`config.mk`:
```
export PLATFORM = sky130hd
export DESIGN_NAME = smbus_blk_regfile
export DESIGN_NICKNAME = d
export VERILOG_FILES = /design/src/rtl/smbr_pkg.sv /design/src/rtl/smbr_sync.sv /design/src/rtl/smbr_bank.sv /design/src/rtl/smbr_fsm.sv /design/src/rtl/smbus_blk_regfile.sv
export SDC_FILE = /design/constraint.sdc
export NUM_CORES = 1
export LEC_CHECK = 0
export ABC_AREA = 0
export BUFFER_PORTS_ARGS = -buffer_cell sky130_fd_sc_hd__buf_2
export CAP_MARGIN = 20
export CORE_MARGIN = 5
export CORE_UTILIZATION = 30
export CTS_CLUSTER_DIAMETER = 120
export CTS_CLUSTER_SIZE = 10
export DETAILED_ROUTE_END_ITERATION = 10
export PLACE_DENSITY = 0.51
export RECOVER_POWER = 50
export SYNTH_ARGS = -nofsm -noshare
export SYNTH_HDL_FRONTEND = slang
export SYNTH_SLANG_ARGS = --single-unit
```
`constraint.sdc`:
```
create_clock -name clk -period 3 [get_ports clk]
set_input_delay 0.45 -clock clk [delete_from_list [all_inputs] [get_ports clk]]
set_output_delay 0.45 -clock clk [all_outputs]
set_load 0.02 [all_outputs]
```
`src/rtl/smbr_pkg.sv`:
```
package smbr_pkg;

    typedef enum logic [3:0] {
        ST_IDLE,
        ST_ADDR,
        ST_ADDR_ACK,
        ST_INDEX,
        ST_INDEX_ACK,
        ST_COUNT,
        ST_COUNT_ACK,
        ST_WDATA,
        ST_WDATA_ACK,
        ST_TX,
        ST_TX_ACK,
        ST_IGNORE
    } smbr_state_e;

    typedef struct packed {
        logic scl;    // synchronized SCL level
        logic sda;    // synchronized SDA level
        logic start;  // SDA fell while SCL high
        logic stop;   // SDA rose while SCL high
        logic rise;   // SCL rising edge
        logic fall;   // SCL falling edge
    } smbr_bus_s;

endpackage

```
`src/rtl/smbr_sync.sv`:
```
module smbr_sync #(
    parameter int STAGES = 2
) (
    input  logic                 clk,
    input  logic                 rst_n,
    input  logic                 scl_i,
    input  logic                 sda_i,
    output smbr_pkg::smbr_bus_s  bus_o
);

    logic [STAGES-1:0] scl_sh;
    logic [STAGES-1:0] sda_sh;
    logic              scl_d;
    logic              sda_d;
    logic              scl_s;
    logic              sda_s;

    always_ff @(posedge clk or negedge rst_n) begin
        if (!rst_n) begin
            scl_sh <= '1;
            sda_sh <= '1;
            scl_d  <= 1'b1;
            sda_d  <= 1'b1;
        end else begin
            scl_sh <= {scl_sh[STAGES-2:0], scl_i};
            sda_sh <= {sda_sh[STAGES-2:0], sda_i};
            scl_d  <= scl_s;
            sda_d  <= sda_s;
        end
    end

    assign scl_s = scl_sh[STAGES-1];
    assign sda_s = sda_sh[STAGES-1];

    always_comb begin
        bus_o.scl   = scl_s;
        bus_o.sda   = sda_s;
        bus_o.start = scl_s & scl_d & sda_d & ~sda_s;
        bus_o.stop  = scl_s & scl_d & ~sda_d & sda_s;
        bus_o.rise  = scl_s & ~scl_d;
        bus_o.fall  = ~scl_s & scl_d;
    end

endmodule

```
`src/rtl/smbr_bank.sv`:
```
module smbr_bank #(
    parameter int NREGS  = 8,
    parameter int GEAR_W = 4
) (
    input  logic              clk,
    input  logic              rst_n,
    input  logic              we_i,
    input  logic [7:0]        waddr_i,
    input  logic [7:0]        wdata_i,
    input  logic [7:0]        raddr_i,
    output logic [7:0]        rdata_o,
    output logic [GEAR_W-1:0] gear_a_o,
    output logic [GEAR_W-1:0] gear_b_o
);

    localparam int         IW   = (NREGS > 1) ? $clog2(NREGS) : 1;
    localparam logic [7:0] LAST = 8'(NREGS - 1);

    logic [7:0]         regs [NREGS];
    logic [8*NREGS-1:0] flat;

    always_ff @(posedge clk or negedge rst_n) begin
        if (!rst_n) begin
            for (int i = 0; i < NREGS; i++) regs[i] <= 8'h00;
        end else begin
            for (int i = 0; i < NREGS; i++)
                if (we_i && waddr_i == 8'(i)) regs[i] <= wdata_i;
        end
    end

    always_comb begin
        for (int i = 0; i < NREGS; i++) flat[8*i +: 8] = regs[i];
    end

    assign rdata_o  = (raddr_i <= LAST) ? regs[raddr_i[IW-1:0]] : 8'h00;
    assign gear_a_o = regs[0][GEAR_W-1:0];
    assign gear_b_o = regs[0][2*GEAR_W-1:GEAR_W];

    // a write past the last register leaves the whole bank untouched
    assert_beyond_discard_R7: assert property (@(posedge clk) disable iff (!rst_n)
        (we_i && waddr_i > LAST) |=> $stable(flat));

    // gear fields hold unless register 0 is written
    assert_gear_hold_R10: assert property (@(posedge clk) disable iff (!rst_n)
        !(we_i && waddr_i == 8'h00) |=> $stable({gear_b_o, gear_a_o}));

    // a write to register 0 lands on the gear fields
    assert_gear_load_R10: assert property (@(posedge clk) disable iff (!rst_n)
        (we_i && waddr_i == 8'h00) |=> ({gear_b_o, gear_a_o} == $past(wdata_i[2*GEAR_W-1:0])));

endmodule

```
`src/rtl/smbr_fsm.sv`:
```
module smbr_fsm #(
    parameter int NREGS = 8
) (
    input  logic                clk,
    input  logic                rst_n,
    input  smbr_pkg::smbr_bus_s bus_i,
    input  logic [6:0]          my_addr_i,
    input  logic [7:0]          rdata_i,
    output logic                we_o,
    output logic [7:0]          waddr_o,
    output logic [7:0]          wdata_o,
    output logic [7:0]          raddr_o,
    output logic                sda_oe_o
);
    import smbr_pkg::*;

    localparam logic [7:0] COUNT_BYTE = 8'(NREGS);

    smbr_state_e state_q, state_d;
    logic [7:0]  sr;
    logic [2:0]  cnt;
    logic        got8;
    logic [7:0]  ptr;
    logic [7:0]  remain;
    logic        rw_q;
    logic        host_ack;

    // state register
    always_ff @(posedge clk or negedge rst_n) begin
        if (!rst_n) state_q <= ST_IDLE;
        else        state_q <= state_d;
    end

    // next state
    always_comb begin
        state_d = state_q;
        if (bus_i.stop) begin
            state_d = ST_IDLE;
        end else if (bus_i.start) begin
            state_d = ST_ADDR;
        end else begin
            unique case (state_q)
                ST_IDLE, ST_IGNORE: state_d = state_q;
                ST_ADDR:
                    if (bus_i.fall && got8)
                        state_d = (sr[7:1] == my_addr_i) ? ST_ADDR_ACK : ST_IGNORE;
                ST_ADDR_ACK:
                    if (bus_i.fall) state_d = rw_q ? ST_TX : ST_INDEX;
                ST_INDEX:
                    if (bus_i.fall && got8) state_d = ST_INDEX_ACK;
                ST_INDEX_ACK:
                    if (bus_i.fall) state_d = ST_COUNT;
                ST_COUNT:
                    if (bus_i.fall && got8) state_d = ST_COUNT_ACK;
                ST_COUNT_ACK:
                    if (bus_i.fall) state_d = ST_WDATA;
                ST_WDATA:
                    if (bus_i.fall && got8)
                        state_d = (remain != 8'h00) ? ST_WDATA_ACK : ST_IGNORE;
                ST_WDATA_ACK:
                    if (bus_i.fall) state_d = ST_WDATA;
                ST_TX:
                    if (bus_i.fall && cnt == 3'd7) state_d = ST_TX_ACK;
                ST_TX_ACK:
                    if (bus_i.fall) state_d = host_ack ? ST_TX : ST_IGNORE;
                default: state_d = ST_IDLE;
            endcase
        end
    end

    // byte datapath
    always_ff @(posedge clk or negedge rst_n) begin
        if (!rst_n) begin
            sr       <= 8'h00;
            cnt      <= 3'd0;
            got8     <= 1'b0;
            ptr      <= 8'h00;
            remain   <= 8'h00;
            rw_q     <= 1'b0;
            host_ack <= 1'b0;
        end else if (bus_i.start || bus_i.stop) begin
            cnt  <= 3'd0;
            got8 <= 1'b0;
        end else begin
            case (state_q)
                ST_ADDR, ST_INDEX, ST_COUNT, ST_WDATA: begin
                    if (bus_i.rise && !got8) begin
                        sr  <= {sr[6:0], bus_i.sda};
                        cnt <= cnt + 3'd1;
                        if (cnt == 3'd7) got8 <= 1'b1;
                    end
                    if (bus_i.fall && got8) begin
                        got8 <= 1'b0;
                        cnt  <= 3'd0;
                        case (state_q)
                            ST_ADDR:  rw_q   <= sr[0];
                            ST_INDEX: ptr    <= sr;
                            ST_COUNT: remain <= sr;
                            default: begin
                                if (remain != 8'h00) begin
                                    ptr    <= ptr + 8'd1;
                                    remain <= remain - 8'd1;
                                end
                            end
                        endcase
                    end
                end
                ST_ADDR_ACK: begin
                    if (bus_i.fall && rw_q) begin
                        sr  <= COUNT_BYTE;
                        cnt <= 3'd0;
                    end
                end
                ST_TX: begin
                    if (bus_i.fall) begin
                        sr  <= {sr[6:0], 1'b0};
                        cnt <= cnt + 3'd1;
                    end
                end
                ST_TX_ACK: begin
                    if (bus_i.rise) host_ack <= ~bus_i.sda;
                    if (bus_i.fall && host_ack) begin
                        sr  <= rdata_i;
                        ptr <= ptr + 8'd1;
                        cnt <= 3'd0;
                    end
                end
                default: ;
            endcase
        end
    end

    // outputs
    always_comb begin
        sda_oe_o = 1'b0;
        unique case (state_q)
            ST_ADDR_ACK, ST_INDEX_ACK, ST_COUNT_ACK, ST_WDATA_ACK: sda_oe_o = 1'b1;
            ST_TX:   sda_oe_o = ~sr[7];
            default: sda_oe_o = 1'b0;
        endcase
        we_o    = (state_q == ST_WDATA) && bus_i.fall && got8 && (remain != 8'h00);
        waddr_o = ptr;
        wdata_o = sr;
        raddr_o = ptr;
    end

    // a stop always lands in idle
    assert_stop_idle_R11: assert property (@(posedge clk) disable iff (!rst_n)
        bus_i.stop |=> (state_q == ST_IDLE));

    // a start always restarts address reception
    assert_start_addr_R11: assert property (@(posedge clk) disable iff (!rst_n)
        bus_i.start |=> (state_q == ST_ADDR));

    // the open-drain enable only moves after SCL was seen low
    assert_oe_scl_low_R12: assert property (@(posedge clk) disable iff (!rst_n)
        (sda_oe_o != $past(sda_oe_o)) |-> !$past(bus_i.scl));

endmodule

```
`src/rtl/smbus_blk_regfile.sv`:
```
module smbus_blk_regfile #(
    parameter int         NREGS       = 8,
    parameter int         GEAR_W      = 4,
    parameter int         SYNC_STAGES = 2,
    parameter logic [3:0] ADDR_HI     = 4'b1101
) (
    input  logic              clk,
    input  logic              rst_n,
    input  logic              scl_i,
    input  logic              sda_i,
    output logic              sda_oe,
    input  logic [2:0]        strap_i,
    output logic              pll_on,
    output logic [GEAR_W-1:0] gear_a,
    output logic [GEAR_W-1:0] gear_b
);

    smbr_pkg::smbr_bus_s bus;
    logic [2:0] strap_q;
    logic       we;
    logic [7:0] waddr, wdata, raddr, rdata;

    // straps are captured while reset is held
    always_ff @(posedge clk) begin
        if (!rst_n) strap_q <= strap_i;
    end

    assign pll_on = strap_q[2];

    smbr_sync #(.STAGES(SYNC_STAGES)) u_sync (
        .clk   (clk),
        .rst_n (rst_n),
        .scl_i (scl_i),
        .sda_i (sda_i),
        .bus_o (bus)
    );

    smbr_fsm #(.NREGS(NREGS)) u_fsm (
        .clk       (clk),
        .rst_n     (rst_n),
        .bus_i     (bus),
        .my_addr_i ({ADDR_HI, strap_q}),
        .rdata_i   (rdata),
        .we_o      (we),
        .waddr_o   (waddr),
        .wdata_o   (wdata),
        .raddr_o   (raddr),
        .sda_oe_o  (sda_oe)
    );

    smbr_bank #(.NREGS(NREGS), .GEAR_W(GEAR_W)) u_bank (
        .clk      (clk),
        .rst_n    (rst_n),
        .we_i     (we),
        .waddr_i  (waddr),
        .wdata_i  (wdata),
        .raddr_i  (raddr),
        .rdata_o  (rdata),
        .gear_a_o (gear_a),
        .gear_b_o (gear_b)
    );

    // the mode flag never moves once reset is released
    assert_pll_hold_R9: assert property (@(posedge clk) disable iff (!rst_n)
        $past(rst_n) |-> $stable(pll_on));

endmodule

```
==> results of run 1 <==
[synthesized netlist by cell type (3+ instances only)]
master	count	share of area
a21oi_1	24	0.021
buf_4	13	0.017
dfrtp_1	98	0.44
o22ai_1	4	0.0045
edfxtp_1	3	0.016
and3_1	7	0.0078
mux2_2	82	0.16
o22a_1	4	0.0062
xor2_1	4	0.0062
nor4_1	3	0.0033
nand2b_1	6	0.0067
mux4_2	16	0.064
a211oi_1	5	0.0067
nor3_1	9	0.0080
a22oi_1	4	0.0053
clkbuf_1	25	0.017
dfstp_2	6	0.028
o2bb2ai_1	3	0.0047
ha_1	8	0.018
nor2b_1	5	0.0056
a31oi_1	10	0.011
a22o_1	6	0.0094
buf_2	3	0.0027
nand3_2	4	0.0071
nand3_1	13	0.012
nand2_1	20	0.013
mux2i_1	4	0.0071
o21ai_0	19	0.017
inv_1	10	0.0067
nor2_1	20	0.013
[path summary, 6_finish.rpt]
check                                       from  slack [ps]               end
worst max-delay path            u_fsm.raddr_o[7]         460   u_bank.flat[14]
worst min-delay path                       sda_i         200  u_sync.sda_sh[0]
worst max register to register  u_fsm.raddr_o[7]         460   u_bank.flat[14]
worst min register to register  u_sync.scl_sh[0]         370  u_sync.scl_sh[1]
max in group asynchronous                  rst_n        1240   u_bank.flat[20]
min in group asynchronous                  rst_n         770  u_fsm.state_q[1]
[cells by family after synthesis]
kind of cell | count (synthesis)
buffers and inverters | 51
adder cells (fa/ha/maj) | 8
XOR/XNOR | 4
multiplexers | 102
AND/OR/NAND/NOR | 104
flip-flops | 107
AO/OA/AOI/OAI | 96
[stage by stage]
| step | area (µm²) | util |
|---|---|---|
| 4_1_cts | 6200 | 0.334 |
| 3_3_place_gp | 5910 | 0.318 |
| 5_1_grt | 6200 | 0.334 |
| 2_1_floorplan | 5620 | - |
| 6_report | 6200 | 0.334 |
| 3_5_place_dp | 5910 | 0.318 |
[cell type report]
class                           count  area share
Clock buffer                        9      0.0363
Clock inverter                      7     0.00969
Timing Repair Buffer               32      0.0343
Sequential cell                   107       0.436
Inverter                           10     0.00605
Tap cell                          234      0.0472
Multi-Input combinational cell    314       0.431
[state kept, by name (all words and copies together) (netlist names), 4 cells and up]
name             flops
u_bank.flat         56
u_fsm.raddr_o        8
u_fsm.state_q        4
u_bank.gear_a_o      4
u_fsm.wdata_o        8
u_bank.gear_b_o      4
u_fsm.remain         8
[report_power, final]
part | internal, µW | switching, µW | total [µW] | leakage, µW
clock | 577 | 570 | 1150 | 0.000141
combinational | 607 | 827 | 1430 | 0.00123
sequential | 1590 | 304 | 1890 | 0.00144
total | 2770 | 1700 | 4470 | 0.00281
[routing by layer]
layer,up-vias,part of all wire,track usage
met4,0,0.021,0.0433
met3,23,0.036,0.0259
met5,-,0,0
li1,1753,-,-
met1,1934,0.46,0.169
met2,79,0.49,0.208
==> flow_summary_export.csv, run 1 <==
group,metric,value,unit
timing,whs,201,ps
timing,rsz0062_at_grt,"false",
final_layout,regArea,0.00270,mm²
floorplan,die-area,0.0216,mm²
timing,finClkSkew,10.1,ps
global_routing,track_usage,0.127,
flow_run,cap_violations,0,
setup_path,required,3240,ps
clock_tree,clock_path_buffers,2,
setup_path,reg2reg_depth,4,
drt,drtPass1Iterations,4,
synthesis,synth-compound-area-share,0.113,
timing,tns,0,ps
synthesis,synth_edf_count,3,
placement,portBuffers,16,
clock_tree,clk_pin_slew,80,ps
clock_tree,htreeDepth,3,
floorplan,die_h,147,µm
power_and_ir_drop,power_density,721,mW/mm²
drt,drc,0,
clock_tree,cts_setup_buffers,0,
drt,routedWlPerCell,18.8,µm
drt,drtIter0Drc,233,
power_and_ir_drop,p_leak,0.00281,µW
global_routing,antenna_found_initial,0,
clock_tree,cts_tree,"yes",
clock_tree,root_buffer,"clkbuf_16",
clock_tree,clock-sinks,107,
synthesis,synth_top_flop_cell,"dfrtp_1",
final_layout,stdcell_count,713,
timing,finalCriticalPeriod,2540,ps
global_routing,grt_pass1_vias,3868,
floorplan,die_w,147,µm
synthesis,avgSynthCellArea,11.9,µm²
final_layout,layout_common_cells,"98 x dfrtp_1, 82 x mux2_2, 24 x a21oi_1, 20 x nor2_1, 20 x nand2_1",
timing,fmax,0.394,GHz
drt,ant_nets,0,
placement,place_ws,475,ps
global_routing,overflow,0,
clock_tree,cts_buffers,9,
synthesis,synthCells,472,
synthesis,synth_area,0.00562,mm²
synthesis,synth_xor_area_frac,0.00624,
final_layout,antenna_cells,0,
final_layout,multiInputGateArea,0.00267,mm²
final_layout,final_common_cell,"dfrtp_1",
final_layout,drive_above_1_share,0.326,
setup_path,worstSetupPathType,"flip-flop to flip-flop",
setup_path,worst-path-stages,4,
timing,timing.final.ws_setup,461,ps
timing,finalMaxSlewViolations,0,
floorplan,ios,17,
timing,max_slew_margin,0.358,
final_layout,nets,489,
placement,dp_hpwl,9.10,mm
setup_path,crit_family,"simple AND/OR/NAND/NOR gates",
synthesis,synth_seq_cells,107,
synthesis,synth.distinct_cells,57,
synthesis,yosys-mux-area-fraction,0.236,
synthesis,yosysSeqAreaShare,0.481,
setup_path,critPathBufInv,0,
synthesis,synth_top_family_by_area,"multiplexers",
synthesis,ys_warn_count,0,
synthesis,synthSimpleGateAreaFrac,0.103,
outcome,status,"completed",
worst_hold_path,hold_path_depth,1,
timing,fin_crit_sh,0.846,
timing,hold_violations,0,
clock_tree,hold_buffers,1,
synthesis,async_flop_share,0.972,
drt,wl,13.4,mm
setup_path,arrival,2780,ps
floorplan,fp-row-count,50,
setup_path,crit_path_cell_trace,"or4_1, nor4_1, and3_1, mux2_2",
clock_tree,cts_resized,0,
setup_path,worst_path_largest_cell_delay,620,ps
timing,setup_viol,0,
timing,worst_pin_slew,963,ps
setup_path,path_max_fanout,8,
drt,vias_per_cell,5.31,
final_layout,fill_cells,1854,
power_and_ir_drop,total_power,4470,µW
global_routing,grt_pass1_wl,21.7,mm
placement,dp_cells,696,
global_routing,grt_max_degree,92,
worst_hold_path,hold_path.class,"input pin to flip-flop",
floorplan,core_area,0.0186,mm²
floorplan,initial_utilization,0.302,
final_layout,area_growth_syn_to_layout,10.4,%
synthesis,synth_fp_nets,487,
setup_path,crit_slowest_cell,"or4_1",
placement,place_congestion,0.864,
synthesis,synth_adder_area_share,0.0178,
power_and_ir_drop,ir_drop,358,µV
setup_path,worstSetupEndpointType,"flip-flop",
clock_tree,clk_latency,350,ps
drt,routed-via-count,3789,
setup_path,worst_setup_path_start_kind,"flip-flop",
Note: power is estimated with default switching activity, not from simulation.
==> run 2: changes to the inputs <==
--- a/config.mk
+++ b/config.mk
@@ -13,7 +13,7 @@
 export CTS_CLUSTER_DIAMETER = 120
 export CTS_CLUSTER_SIZE = 10
 export DETAILED_ROUTE_END_ITERATION = 10
-export PLACE_DENSITY = 0.51
+export PLACE_DENSITY = 0.53
 export RECOVER_POWER = 50
 export SYNTH_ARGS = -nofsm -noshare
 export SYNTH_HDL_FRONTEND = slang
==> constraint.sdc (replaced) <==
create_clock -name clk -period 2.18 [get_ports clk]
set_input_delay 0.327 -clock clk [delete_from_list [all_inputs] [get_ports clk]]
set_output_delay 0.327 -clock clk [all_outputs]
set_load 0.02 [all_outputs]
==> run 2 against run 1 <==
Effect of this change:
- non-clock buffer count increased by 33
- sequential cell count did not move
- combinational power increased by 80%
- die area is the same
- largest power group is now combinational cells
==> flow_summary_export.csv, run 2 (synthesized netlist as in run 1, its figures left out) <==
group,metric,value,unit
outcome,status,"completed",
timing,setup_viol,0,
setup_path,worstSetupPathType,"flip-flop to flip-flop",
clock_tree,cts_tree,"yes",
final_layout,final_util,0.355,
timing,finalCriticalPeriod,2150,ps
clock_tree,clock_path_buffers,2,
clock_tree,cts_buffers,9,
setup_path,required,2410,ps
drt,wl,13.6,mm
floorplan,die-area,0.0216,mm²
global_routing,grt_max_degree,90,
worst_hold_path,hold_path.class,"input pin to flip-flop",
setup_path,path_max_fanout,8,
global_routing,antenna_found_initial,0,
drt,drtIter0Drc,268,
drt,ant_nets,0,
power_and_ir_drop,power_density,997,mW/mm²
timing,max_slew_margin,0.296,
final_layout,largest_reg_flops,56,
floorplan,ios,17,
final_layout,drive_above_1_share,0.384,
global_routing,grt_pass1_vias,4063,
timing,finalMaxSlewViolations,0,
drt,drc,0,
final_layout,final_common_cell,"dfrtp_1",
flow_run,cap_violations,0,
placement,portBuffers,16,
setup_path,crit_slowest_cell,"or4_4",
clock_tree,clk_pin_slew,80,ps
global_routing,grt_pass1_wl,22.3,mm
timing,finClkSkew,10.0,ps
placement,dp_hpwl,9.18,mm
placement,place_congestion,0.852,
final_layout,fin_area,0.00660,mm²
setup_path,crit_family,"simple AND/OR/NAND/NOR gates",
timing,hold_violations,0,
placement,postPlaceCellArea,0.00620,mm²
setup_path,worst_setup_path_start_kind,"flip-flop",
final_layout,fill_cells,1834,
setup_path,critPathBufInv,2,
setup_path,critPathMostFrequentCell,"buf_6",
clock_tree,htreeDepth,3,
setup_path,crit_path_cell_trace,"or4_4, buf_6, nor4b_4, buf_6, nand3_4, mux2_4",
floorplan,initial_utilization,0.302,
clock_tree,root_buffer,"clkbuf_16",
final_layout,nets,522,
power_and_ir_drop,ir_drop,424,µV
setup_path,worstSetupEndpointType,"flip-flop",
setup_path,worst_path_largest_cell_delay,570,ps
floorplan,fp-row-count,50,
drt,drtPass1Iterations,5,
power_and_ir_drop,p_leak,0.00299,µW
clock_tree,clock-sinks,107,
timing,worst_pin_slew,1060,ps
clock_tree,clk_latency,350,ps
drt,routedWlPerCell,18.3,µm
final_layout,antenna_cells,0,
final_layout,area_growth_syn_to_layout,17.6,%
drt,routed-via-count,3984,
drt,vias_per_cell,5.35,
timing,fmax,0.464,GHz
setup_path,arrival,2390,ps
timing,tns,0,ps
timing,fin_crit_sh,0.988,
floorplan,die_h,147,µm
floorplan,die_w,147,µm
final_layout,layout_common_cells,"98 x dfrtp_1, 81 x mux2_2, 39 x buf_4, 24 x a21oi_1, 20 x nand2_1",
global_routing,overflow,0,
global_routing,track_usage,0.130,
timing,rsz0062_at_grt,"true",
floorplan,core_area,0.0186,mm²
-- run 2: cell count changes in the layout (fill, tap and decap cells not counted), moves of 2 or more --
cell | before | now
nand3_4 | 0 | 4
buf_12 | 1 | 5
and3_4 | 0 | 5
and2_0 | 2 | 0
buf_8 | 0 | 2
nand3_2 | 4 | 0
and2_1 | 1 | 3
and3_1 | 7 | 2
buf_4 | 14 | 39
clkinv_2 | 2 | 0
buf_6 | 0 | 2
-- run 2: what timing repair did --
action / 4_1_cts / 5_1_grt
gates cloned: 0 / 0
hold buffers: 1 / 0
setup endpoints to repair: 62 / 52
gates resized for setup: 8 / 13
buffers inserted: 0 / 2
pin swaps: 0 / 4
hold endpoints to repair: 9 / 0
-- run 2: per-layer routing --
layer / global-route usage / share of wire
met4: 0.0390 / 0.016
met1: 0.167 / 0.44
met5: 0 / 0
met2: 0.218 / 0.51
met3: 0.0293 / 0.034
-- run 2: stage by stage --
stage / total power (µW) / hold slack (ps) / setup slack [ps] / cells
after floorplan: 3990 / 31.4 / 22.1 / 472
after global placement: 4870 / 226 / -50.7 / 727
after detailed placement: 4900 / 228 / -62.9 / 727
after CTS: 6550 / 60.3 / 28.2 / 743
after global routing: 7000 / 62.3 / -33.3 / 745
final: 6580 / 76.3 / 26.1 / 745
-- run 2: cell type report --
type                    count  area, µm²  area share
repair buffers             65        534      0.0809
clock buffers               9        225      0.0341
flip-flops and latches    107       2700       0.409
multi-input cells         314       2750       0.417
clock inverters             6       61.3     0.00929
inverters                  10       37.5     0.00569
well taps                 234        293      0.0443
-- run 2: worst paths after layout --
check                      depth (start not counted)          endpoint  slack, ps        startpoint
hold reg to reg                                    0  u_sync.sda_sh[1]        370  u_sync.sda_sh[0]
setup / recovery                                   6   u_bank.flat[55]         30  u_fsm.raddr_o[4]
min in group asynchronous                          2      u_fsm.cnt[0]        680             rst_n
max in group asynchronous                          3   u_bank.flat[58]        300             rst_n
setup reg to reg                                   6   u_bank.flat[55]         30  u_fsm.raddr_o[4]
hold / removal                                     1  u_sync.sda_sh[0]         80             sda_i
-- run 2: power breakdown --
| group | internal, µW | leakage (µW) | switching (µW) |
|---|---|---|---|
| sequential | 2190 | 0.00144 | 218 |
| combinational | 1140 | 0.00141 | 1440 |
| clock | 799 | 0.000139 | 795 |
| total | 4130 | 0.00299 | 2450 |
